`src/rtl/collector_pkg.sv`:
```
package collector_pkg;
  typedef enum logic [1:0] {
    ST_IDLE,
    ST_SCAN,
    ST_FINISH
  } scan_state_e;
endpackage

```
`src/rtl/collector_trigger.sv`:
```
module collector_trigger #(
  parameter int N_CHAN = 8
) (
  input  logic              clk_i,
  input  logic              rst_ni,
  input  logic [N_CHAN-1:0] chan_avail_i,
  input  logic              bus_access_i,
  input  logic              busy_i,
  output logic              start_req_o
);
  logic [N_CHAN-1:0] avail_q;
  logic              held_q;
  logic              trig;

  assign trig        = bus_access_i || (chan_avail_i != avail_q);
  assign start_req_o = trig || held_q;

  always_ff @(posedge clk_i or negedge rst_ni) begin
    if (!rst_ni) begin
      avail_q <= '0;
      held_q  <= 1'b0;
    end else begin
      avail_q <= chan_avail_i;
      // idle consumes the request; triggers during a pass are held
      if (!busy_i)   held_q <= 1'b0;
      else if (trig) held_q <= 1'b1;
    end
  end

  p_held_only_busy_r6: assert property (@(posedge clk_i) disable iff (!rst_ni)
    held_q |-> $past(busy_i));
endmodule

```
`src/rtl/collector_scan.sv`:
```
module collector_scan
  import collector_pkg::*;
#(
  parameter int N_CHAN = 8,
  parameter int IDX_W  = 3
) (
  input  logic             clk_i,
  input  logic             rst_ni,
  input  logic             start_i,
  input  logic             cur_avail_i,
  input  logic             mbox_full_i,
  output logic             busy_o,
  output logic [IDX_W-1:0] idx_o,
  output logic             move_o,
  output logic             finish_o
);
  localparam logic [IDX_W-1:0] LastIdx = IDX_W'(N_CHAN - 1);

  scan_state_e      state_q, state_d;
  logic [IDX_W-1:0] idx_q, idx_d;

  always_comb begin
    state_d = state_q;
    idx_d   = idx_q;
    unique case (state_q)
      ST_IDLE: if (start_i) begin
        state_d = ST_SCAN;
        idx_d   = '0;
      end
      ST_SCAN: begin
        if (mbox_full_i) begin
          state_d = ST_FINISH;
        end else if (!cur_avail_i) begin
          if (idx_q == LastIdx) state_d = ST_FINISH;
          else                  idx_d   = idx_q + 1'b1;
        end
      end
      ST_FINISH: state_d = ST_IDLE;
      default:   state_d = ST_IDLE;
    endcase
  end

  always_ff @(posedge clk_i or negedge rst_ni) begin
    if (!rst_ni) begin
      state_q <= ST_IDLE;
      idx_q   <= '0;
    end else begin
      state_q <= state_d;
      idx_q   <= idx_d;
    end
  end

  assign busy_o   = (state_q != ST_IDLE);
  assign idx_o    = idx_q;
  assign move_o   = (state_q == ST_SCAN) && cur_avail_i && !mbox_full_i;
  assign finish_o = (state_q == ST_FINISH);

  p_ascending_r2: assert property (@(posedge clk_i) disable iff (!rst_ni)
    (state_q == ST_SCAN) |=> (state_q != ST_SCAN) || (idx_q >= $past(idx_q)));
  p_full_ends_pass_r4: assert property (@(posedge clk_i) disable iff (!rst_ni)
    (state_q == ST_SCAN && mbox_full_i) |=> (state_q == ST_FINISH));
endmodule

```
`src/rtl/collector_status.sv`:
```
module collector_status (
  input  logic clk_i,
  input  logic rst_ni,
  input  logic finish_i,
  input  logic mbox_empty_i,
  input  logic irq_en_i,
  output logic pend_o,
  output logic irq_o
);
  logic pend_q, irq_q;

  always_ff @(posedge clk_i or negedge rst_ni) begin
    if (!rst_ni) begin
      pend_q <= 1'b0;
      irq_q  <= 1'b0;
    end else if (finish_i) begin
      pend_q <= !mbox_empty_i;
      irq_q  <= !mbox_empty_i && irq_en_i;
    end
  end

  assign pend_o = pend_q;
  assign irq_o  = irq_q;

  p_irq_needs_pend_r7: assert property (@(posedge clk_i) disable iff (!rst_ni)
    irq_q |-> pend_q);
  p_hold_between_passes_r9: assert property (@(posedge clk_i) disable iff (!rst_ni)
    !finish_i |=> $stable(irq_q) && $stable(pend_q));
endmodule

```
`src/rtl/resp_collector.sv`:
```
module resp_collector #(
  parameter int          N_CHAN       = 8,
  parameter int          DATA_W       = 32,
  parameter logic [31:0] INVALID_WORD = 32'hFFFF_FFFF
) (
  input  logic                     clk_i,
  input  logic                     rst_ni,
  input  logic [N_CHAN-1:0]        chan_avail_i,
  input  logic [N_CHAN*DATA_W-1:0] chan_data_i,
  output logic [N_CHAN-1:0]        chan_pop_o,
  input  logic                     bus_access_i,
  input  logic                     irq_en_i,
  input  logic                     mbox_full_i,
  input  logic                     mbox_empty_i,
  output logic                     mbox_push_o,
  output logic [DATA_W-1:0]        mbox_data_o,
  output logic                     data_pend_o,
  output logic                     irq_o,
  output logic                     proto_err_o
);
  localparam int IdxW = (N_CHAN > 1) ? $clog2(N_CHAN) : 1;
  localparam logic [DATA_W-1:0] BadWord = DATA_W'(INVALID_WORD);

  logic            start_req, busy, move, finish;
  logic [IdxW-1:0] idx;
  logic            cur_avail, word_bad;
  logic [DATA_W-1:0] cur_word;
  logic            err_q;

  collector_trigger #(.N_CHAN(N_CHAN)) i_trigger (
    .clk_i        (clk_i),
    .rst_ni       (rst_ni),
    .chan_avail_i (chan_avail_i),
    .bus_access_i (bus_access_i),
    .busy_i       (busy),
    .start_req_o  (start_req)
  );

  collector_scan #(.N_CHAN(N_CHAN), .IDX_W(IdxW)) i_scan (
    .clk_i       (clk_i),
    .rst_ni      (rst_ni),
    .start_i     (start_req),
    .cur_avail_i (cur_avail),
    .mbox_full_i (mbox_full_i),
    .busy_o      (busy),
    .idx_o       (idx),
    .move_o      (move),
    .finish_o    (finish)
  );

  collector_status i_status (
    .clk_i        (clk_i),
    .rst_ni       (rst_ni),
    .finish_i     (finish),
    .mbox_empty_i (mbox_empty_i),
    .irq_en_i     (irq_en_i),
    .pend_o       (data_pend_o),
    .irq_o        (irq_o)
  );

  assign cur_avail = chan_avail_i[idx];
  assign cur_word  = chan_data_i[idx*DATA_W +: DATA_W];
  assign word_bad  = (cur_word == BadWord);

  for (genvar g = 0; g < N_CHAN; g++) begin : g_pop
    assign chan_pop_o[g] = move && (idx == IdxW'(g));
  end

  assign mbox_push_o = move && !word_bad;
  assign mbox_data_o = cur_word;

  always_ff @(posedge clk_i or negedge rst_ni) begin
    if (!rst_ni)              err_q <= 1'b0;
    else if (move && word_bad) err_q <= 1'b1;
  end
  assign proto_err_o = err_q;

  p_single_pop_r3: assert property (@(posedge clk_i) disable iff (!rst_ni)
    $onehot0(chan_pop_o));
  p_push_has_pop_r3: assert property (@(posedge clk_i) disable iff (!rst_ni)
    mbox_push_o |-> ($countones(chan_pop_o) == 1));
  p_no_push_full_r4: assert property (@(posedge clk_i) disable iff (!rst_ni)
    mbox_push_o |-> !mbox_full_i);
  p_err_sticky_r8: assert property (@(posedge clk_i) disable iff (!rst_ni)
    proto_err_o |=> proto_err_o);
endmodule

```
`config.mk`:
```
export PLATFORM = sky130hd
export DESIGN_NAME = resp_collector
export DESIGN_NICKNAME = d
export VERILOG_FILES = /design/src/rtl/collector_pkg.sv /design/src/rtl/collector_trigger.sv /design/src/rtl/collector_scan.sv /design/src/rtl/collector_status.sv /design/src/rtl/resp_collector.sv
export SDC_FILE = /design/constraint.sdc
export NUM_CORES = 1
export LEC_CHECK = 0
export ABC_AREA = 1
export BUFFER_PORTS_ARGS = -buffer_cell sky130_fd_sc_hd__buf_2
export CAP_MARGIN = 20
export CORE_MARGIN = 5
export CORE_UTILIZATION = 23
export CTS_CLUSTER_SIZE = 16
export DETAILED_ROUTE_END_ITERATION = 6
export PLACE_DENSITY = 0.52
export SYNTH_ARGS = -nofsm -noshare
export SYNTH_HDL_FRONTEND = slang
export SYNTH_HIERARCHICAL = 1
export SYNTH_SLANG_ARGS = --single-unit
```
`constraint.sdc`:
```
create_clock -name clk_i -period 3.8 [get_ports clk_i]
set_input_delay 0.38 -clock clk_i [delete_from_list [all_inputs] [get_ports clk_i]]
set_output_delay 0.38 -clock clk_i [all_outputs]
set_load 0.02 [all_outputs]
```
# --- After elaboration in Yosys (flattened, before gate mapping) ---
# Cells that the tools add are included.
totals:
  reg_bits: 17
  out_inout_bits: 44
classes:
  n_reduce_logical: 24
  n_eq_ne: 18
  muxes: 14
  n_shift: 1
  addsub: 1
  order_cmp: 1
ops:
  columns: ["op", "n"]
  rows:
  - ["$shiftx A256 B9 Y32", 1]
  - ["$eq A32 B32 Y1 const B", 1]
  - ["$logic_and A1 B1 Y1", 13]
  - ["$eq A3 B3 Y1 const B", 4]
  - ["$mux W3", 4]
  - ["$mux W2", 4]
  - ["$ne A2 B2 Y1 const B", 4]
  - ["$ne A8 B8 Y1", 1]
  - ["$eq A3 B2 Y1 const B", 2]
  - ["$ne A3 B3 Y1 const B", 2]
  - ["$pmux W3 S2", 1]
  - ["$reduce_and A5 Y1", 1]
  - ["$lt A3 B4 Y1 const B", 1]
  - ["$pmux W2 S2", 1]
  - ["$reduce_bool A2 Y1", 2]
  - ["$add A3 B1 Y3 const B", 1]
  - ["$bmux W1 S3", 1]
  - ["$eq A3 B1 Y1 const B", 1]
  - ["$logic_not A1 Y1", 3]
  - ["$logic_not A3 Y1", 1]
  - ["$mux W1", 3]
  - ["$reduce_and A3 Y1", 1]
  - ["$eq A2 B1 Y1 const B", 1]
  - ["$eq A2 B2 Y1 const B", 1]
  - ["3 further kinds", 4]

# --- Longest topological paths before layout ---
logic_depth:
  depth_word: 5
  depth_mapped: 16
  depth_no_buf: 13

# --- Hierarchy ---
# The synthesis kept the hierarchy.
by_module_without_submodules:
  columns: ["mod", "instances", "cells_per_inst", "area_each_um2", "seq_area_each_um2"]
  rows:
  - ["resp_collector", 1, 729, 2972.9, 25.0]
  - ["collector_trigger", 1, 50, 397.9, 225.2]
  - ["collector_scan", 1, 44, 315.3, 125.1]
  - ["collector_status", 1, 9, 78.8, 50.0]

# --- Worst setup path before layout ---
# No wires, ideal clock.
synth_path:
  kind: "register to output"
  from: "register i_scan.idx_q[0], in the netlist i_scan/idx_o[0]"
  to: "output mbox_push_o"
  path_stages_with_launch: 13
  arrival_ns: 2.055
  setup_slack_ns: 1.365
  cell_sequence: "dfrtp_1 > buf_6 > buf_8 > nor2_2 > nand2_1 > nand3_1 > a211oi_1 > a31oi_1 > inv_1 > nor2_1 > nand2_1 > inv_1 > a21boi_0"
synth_via:
  elab_chain_len: 5
synth_rtl:
  columns: ["element", "line", "text"]
  rows:
  - ["from (decl)", "collector_scan.sv:20", "logic [IDX_W-1:0] idx_q, idx_d;"]
  - ["from (signal assigned)", "collector_scan.sv:49", "idx_q <= idx_d;"]
  - ["$bmux W1 S3", "resp_collector.sv:61", "assign cur_avail = chan_avail_i[idx];"]
  - ["$mux W1 (not written as such)", "resp_collector.sv:61", null]
  - ["named net cur_avail", "resp_collector.sv:26", "logic cur_avail, word_bad;"]
  - ["$logic_and A1 B1 Y1 (2 in a row)", "collector_scan.sv:55", "assign move_o = (state_q == ST_SCAN) && cur_avail_i && !mbox_full_i;"]
  - ["named net move", "resp_collector.sv:24", "logic start_req, busy, move, finish;"]
  - ["$logic_and A1 B1 Y1", "resp_collector.sv:69", "assign mbox_push_o = move && !word_bad;"]
  - ["to (decl)", "resp_collector.sv:15", "output logic mbox_push_o,"]
# The timed path passes the listed nets, and every way through them passes these cells. The select of a mux whose other input is x is not followed.

# --- Worst setup path in the final report ---
layout_path:
  from: "register i_scan.idx_q[1], in the netlist i_scan/idx_o[1]"
  to: "output chan_pop_o[5]"
layout_via:
  elab_chain_len: 5
layout_rtl:
  columns: ["element", "line", "text"]
  rows:
  - ["$bmux W1 S3", "resp_collector.sv:61", null]
  - ["$mux W1 (not written as such)", "resp_collector.sv:61", null]
  - ["named net cur_avail", "resp_collector.sv:26", null]
  - ["$logic_and A1 B1 Y1 (2 in a row)", "collector_scan.sv:55", null]
  - ["named net move", "resp_collector.sv:24", null]
  - ["$logic_and A1 B1 Y1", "resp_collector.sv:66", "assign chan_pop_o[g] = move && (idx == IdxW'(g));"]
  - ["to (decl)", "resp_collector.sv:10", "output logic [N_CHAN-1:0] chan_pop_o,"]
# The timed path passes the listed nets, and every way through them passes these cells. The select of a mux whose other input is x is not followed.

==> impl_results.md <==
* Worst supply voltage drop on vdd at between 200 and 300 uV
* Pin count of the biggest net entering global routing at about 110
* Post-DP HPWL at between 15,000 and 20,000 um
* Minimum clock period after layout at around 3200 ps
* Count of clock tree sinks at 17
* Overall Global Routing Usage at 0.1746
* Routed vias/inst at around 4.2
* Violation count after the first detailed-routing iteration at 322
* Family of cells with the greatest summed delay on the critical path: simple AND/OR/NAND/NOR gates
* Most used cell, CP: sky130_fd_sc_hd__nand2_1
* Kind of end point of the critical path: primary output
* GR Layer Usage met1 at 0.2155
* Leading cell type in the layout, fill and taps excluded: sky130_fd_sc_hd__nand2_1
* Clock tree from TritonCTS: yes
* Clock latency at the later pin of the worst-skew pair at roughly 240 ps
* Overall overflow remaining after global route at 0
* Path category of the worst min-delay check: in2async
* Number of global-route vias before repair at between 5,000 and 6,000
* Peak fanout along the critical path at 23
* Area of the multi-input gates at just under 3000 um^2
* Most used routing layer in global routing: met2
* Worst path setup slack after routing at between 500 and 600 ps
* Type of the worst setup path: reg2out
* Die ar. at 19,030 um^2
* Via count of the routed design at 5,621
* Cells taking the most area after synthesis: sky130_fd_sc_hd__nand2_1 (65%), sky130_fd_sc_hd__dfrtp_1 (11%), sky130_fd_sc_hd__nand3_1 (4.7%)
* Register bit count reported by yosys at 17
* Sequence of cells on the critical path: nand2_1 > inv_2 > nand2_1 > nand3_1 > a211oi_1 > a31oi_1 > inv_1 > nor2_1 > nand2_1 > inv_1 > nand2_1 > nor2_1 > buf_2
* R2R cell count at 12
* Final worst-path cycle share at 0.8484
* WL/cell at around 14 um
* Worst slew margin at 0.4808
* Final Max Slew Viols at 0
* Worst path arrival time at roughly 2800 ps
* Mapped Nets at roughly 1,100
* Register area at around 430 um^2
* R2r setup slk at between 1000 and 1500 ps
* GR Util met3 at 0.02068
* Share of the yosys chip area belonging to registers at 0.1130
* Cell variety after synth at 28
* Number of hold-slack violations in the final timing report at 0
* Hold-fix buffers at CTS at 0
* Final worst clock skew at between 2 and 3 ps
* Ratio of cells with drive above 1 in the final layout at 0.3060
* Commonest cells after routing, fill and taps aside: sky130_fd_sc_hd__nand2_1 (649), sky130_fd_sc_hd__buf_2 (313), sky130_fd_sc_hd__nand3_1 (35)
* Setup TNS at 0 ps
* Cts repair resizes at 0
* Number of buffers inserted by post-CTS setup repair at 0
* Effective utilization at floorplan at 0.2353
* Worst hold slack at between 60 and 70 ps
* Master of the slowest instance on the critical path: sky130_fd_sc_hd__dfrtp_2
* Actual slew at the worst max-slew pin at around 780 ps
* Clock Path Buffers at 2
* Synth Warn # at 6
* Final setup viols at 0
* Gate count after technology mapping at about 830
* CP peak stage delay at 660 ps
* Worst setup slack before clock tree synthesis at around 800 ps
* Antenna violations before repair at 2
* Count of H-tree levels built during CTS at 1
* Vert. Die Dim at 137.9 um
* Clk Tree Root Cell: sky130_fd_sc_hd__clkbuf_16
* Achievable clock frequency at slightly above 300 MHz
* Setup repair after global routing missed its margin: no
* Leakage dissipation at 3.603 nW
* Layout filler cell count at 1,944
* Number of max-capacitance violations reported at 0
* Core region area at 16,000 um^2
* Fraction of the core area covered by cells at the end of the flow at 0.3399
* Critical R2R Capture: proto_err_o
* Quantity of I/O buffers inserted on ports at around 310
* DRT antenna net count at 0
* Placement row count at 46
* Yosys top cell area share at 0.6471
* DRC at 0
* CTS buffer count at 3
* Worst Path Buf+Inv at 4
* Number of detailed-routing iterations run before antenna repair at 4
* Final WL at 18,340 um
* P&R area growth vs syn at 44.47%
* Kind of launch point of the worst setup path: flip-flop
* Final Net Count at ~1,400
* Wire length of the first global-routing pass at 26,350 um
* Data required time at the worst endpoint at roughly 3400 ps
* Worst r2r src: i_scan/idx_o[0]
* Placer congestion estimate at 0.8370
* Mean instance size in the synthesized netlist at 4.525 um^2
* Die Wd at 137.9 um
* Cell type contributing the most total cell area after synthesis: sky130_fd_sc_hd__nand2_1
* GR met2 Demand/Resource at 0.3248
* Clock Pin Slew Worst Setup and Hold Paths at ~50 ps
* Run status: finished clean
* Post-synthesis instance area at around 3800 um^2
* Power per unit of standard cell area at roughly 550 nW/um^2
* Top-level I/O count at roughly 310
==> per-layer routing <==
| metal | part of all wire | wire [um] |
|---|---|---|
| met1 | 0.41 | 7444 |
| met2 | 0.50 | 9239 |
| met3 | 0.072 | 1323 |
| met4 | 0.018 | 331 |
| met5 | 0 | 0 |
==> registers in the layout, summed over array words and instances, names as in the netlist <==
signal / flops
i_trigger/avail_q: 8
i_status/irq_o: 1
i_trigger/held_q: 1
i_status/pend_o: 1
i_scan/state_q: 2
i_scan/idx_o: 3
proto_err_o: 1
==> power by group <==
| group | internal [mW] | switching, mW |
|---|---|---|
| combinational | 0.770 | 1.72 |
| clock | 0.142 | 0.0659 |
| sequential | 0.223 | 0.0578 |
| total | 1.14 | 1.84 |
==> layout make-up <==
cell class	instances	share of cell area
antenna	2	0.0009202
sequential	17	0.07937
timing repair buffer	320	0.2977
multi-input combinational	738	0.5349
inverter	32	0.02300
clock buffer	4	0.01449
tap	216	0.04969
==> cell usage after synthesis <==
cell,number
sky130_fd_sc_hd__nand2_1,649
sky130_fd_sc_hd__nand3_1,35
sky130_fd_sc_hd__nor2_1,32
sky130_fd_sc_hd__inv_1,28
sky130_fd_sc_hd__buf_2,24
sky130_fd_sc_hd__dfrtp_1,17
sky130_fd_sc_hd__buf_4,7
sky130_fd_sc_hd__buf_6,7
sky130_fd_sc_hd__nor2_2,4
sky130_fd_sc_hd__buf_1,3
sky130_fd_sc_hd__inv_2,3
sky130_fd_sc_hd__nor2_4,3
sky130_fd_sc_hd__a22oi_1,2
sky130_fd_sc_hd__clkbuf_1,2
sky130_fd_sc_hd__ha_1,2
sky130_fd_sc_hd__nand2_2,2
sky130_fd_sc_hd__a211oi_1,1
sky130_fd_sc_hd__a21boi_0,1
sky130_fd_sc_hd__a31oi_1,1
sky130_fd_sc_hd__and2_1,1
sky130_fd_sc_hd__buf_12,1
sky130_fd_sc_hd__buf_8,1
sky130_fd_sc_hd__inv_6,1
sky130_fd_sc_hd__nand3_2,1
sky130_fd_sc_hd__nand4_1,1
sky130_fd_sc_hd__o21ai_1,1
sky130_fd_sc_hd__xnor2_1,1
sky130_fd_sc_hd__xor2_1,1
==> cells by family (layout without fill, tap and decap cells) <==
family                     count (synthesis)  in the layout  synth area share
AOI/OAI and AO/OA                          6              6           0.01097
xor gates and xnor gates                   2              2          0.004654
other                                      0              2                 0
adders and majority gates                  2              2          0.006646
buffers and inverters                     77            356            0.1143
and+or+nand+nor                          728            728            0.7504
DFF                                       17             17            0.1130
==> how the worst max path moves through the flow <==
stage | startpoint | endpoint | slack, ps | depth (start not counted)
global placement | i_scan/idx_o[0] | mbox_push_o | 860 | 12
global route | i_scan/idx_o[1] | chan_pop_o[2] | 300 | 13
detailed placement | i_scan/idx_o[1] | chan_pop_o[5] | 820 | 13
finish | i_scan/idx_o[1] | chan_pop_o[5] | 580 | 13
CTS | i_scan/idx_o[1] | chan_pop_o[5] | 540 | 13
floorplan | i_scan/idx_o[0] | mbox_push_o | 1360 | 12
==> stage by stage <==
stage / instance area (um^2) / instances / total power [mW]
floorplan: 3765 / 832 / 2.082
global placement: 5355 / 1323 / 2.815
detailed placement: 5355 / 1323 / 2.816
CTS: 5434 / 1327 / 3.034
global route: 5439 / 1329 / 3.318
finish: 5439 / 1329 / 2.975
Power figures use the tool's default switching activity.
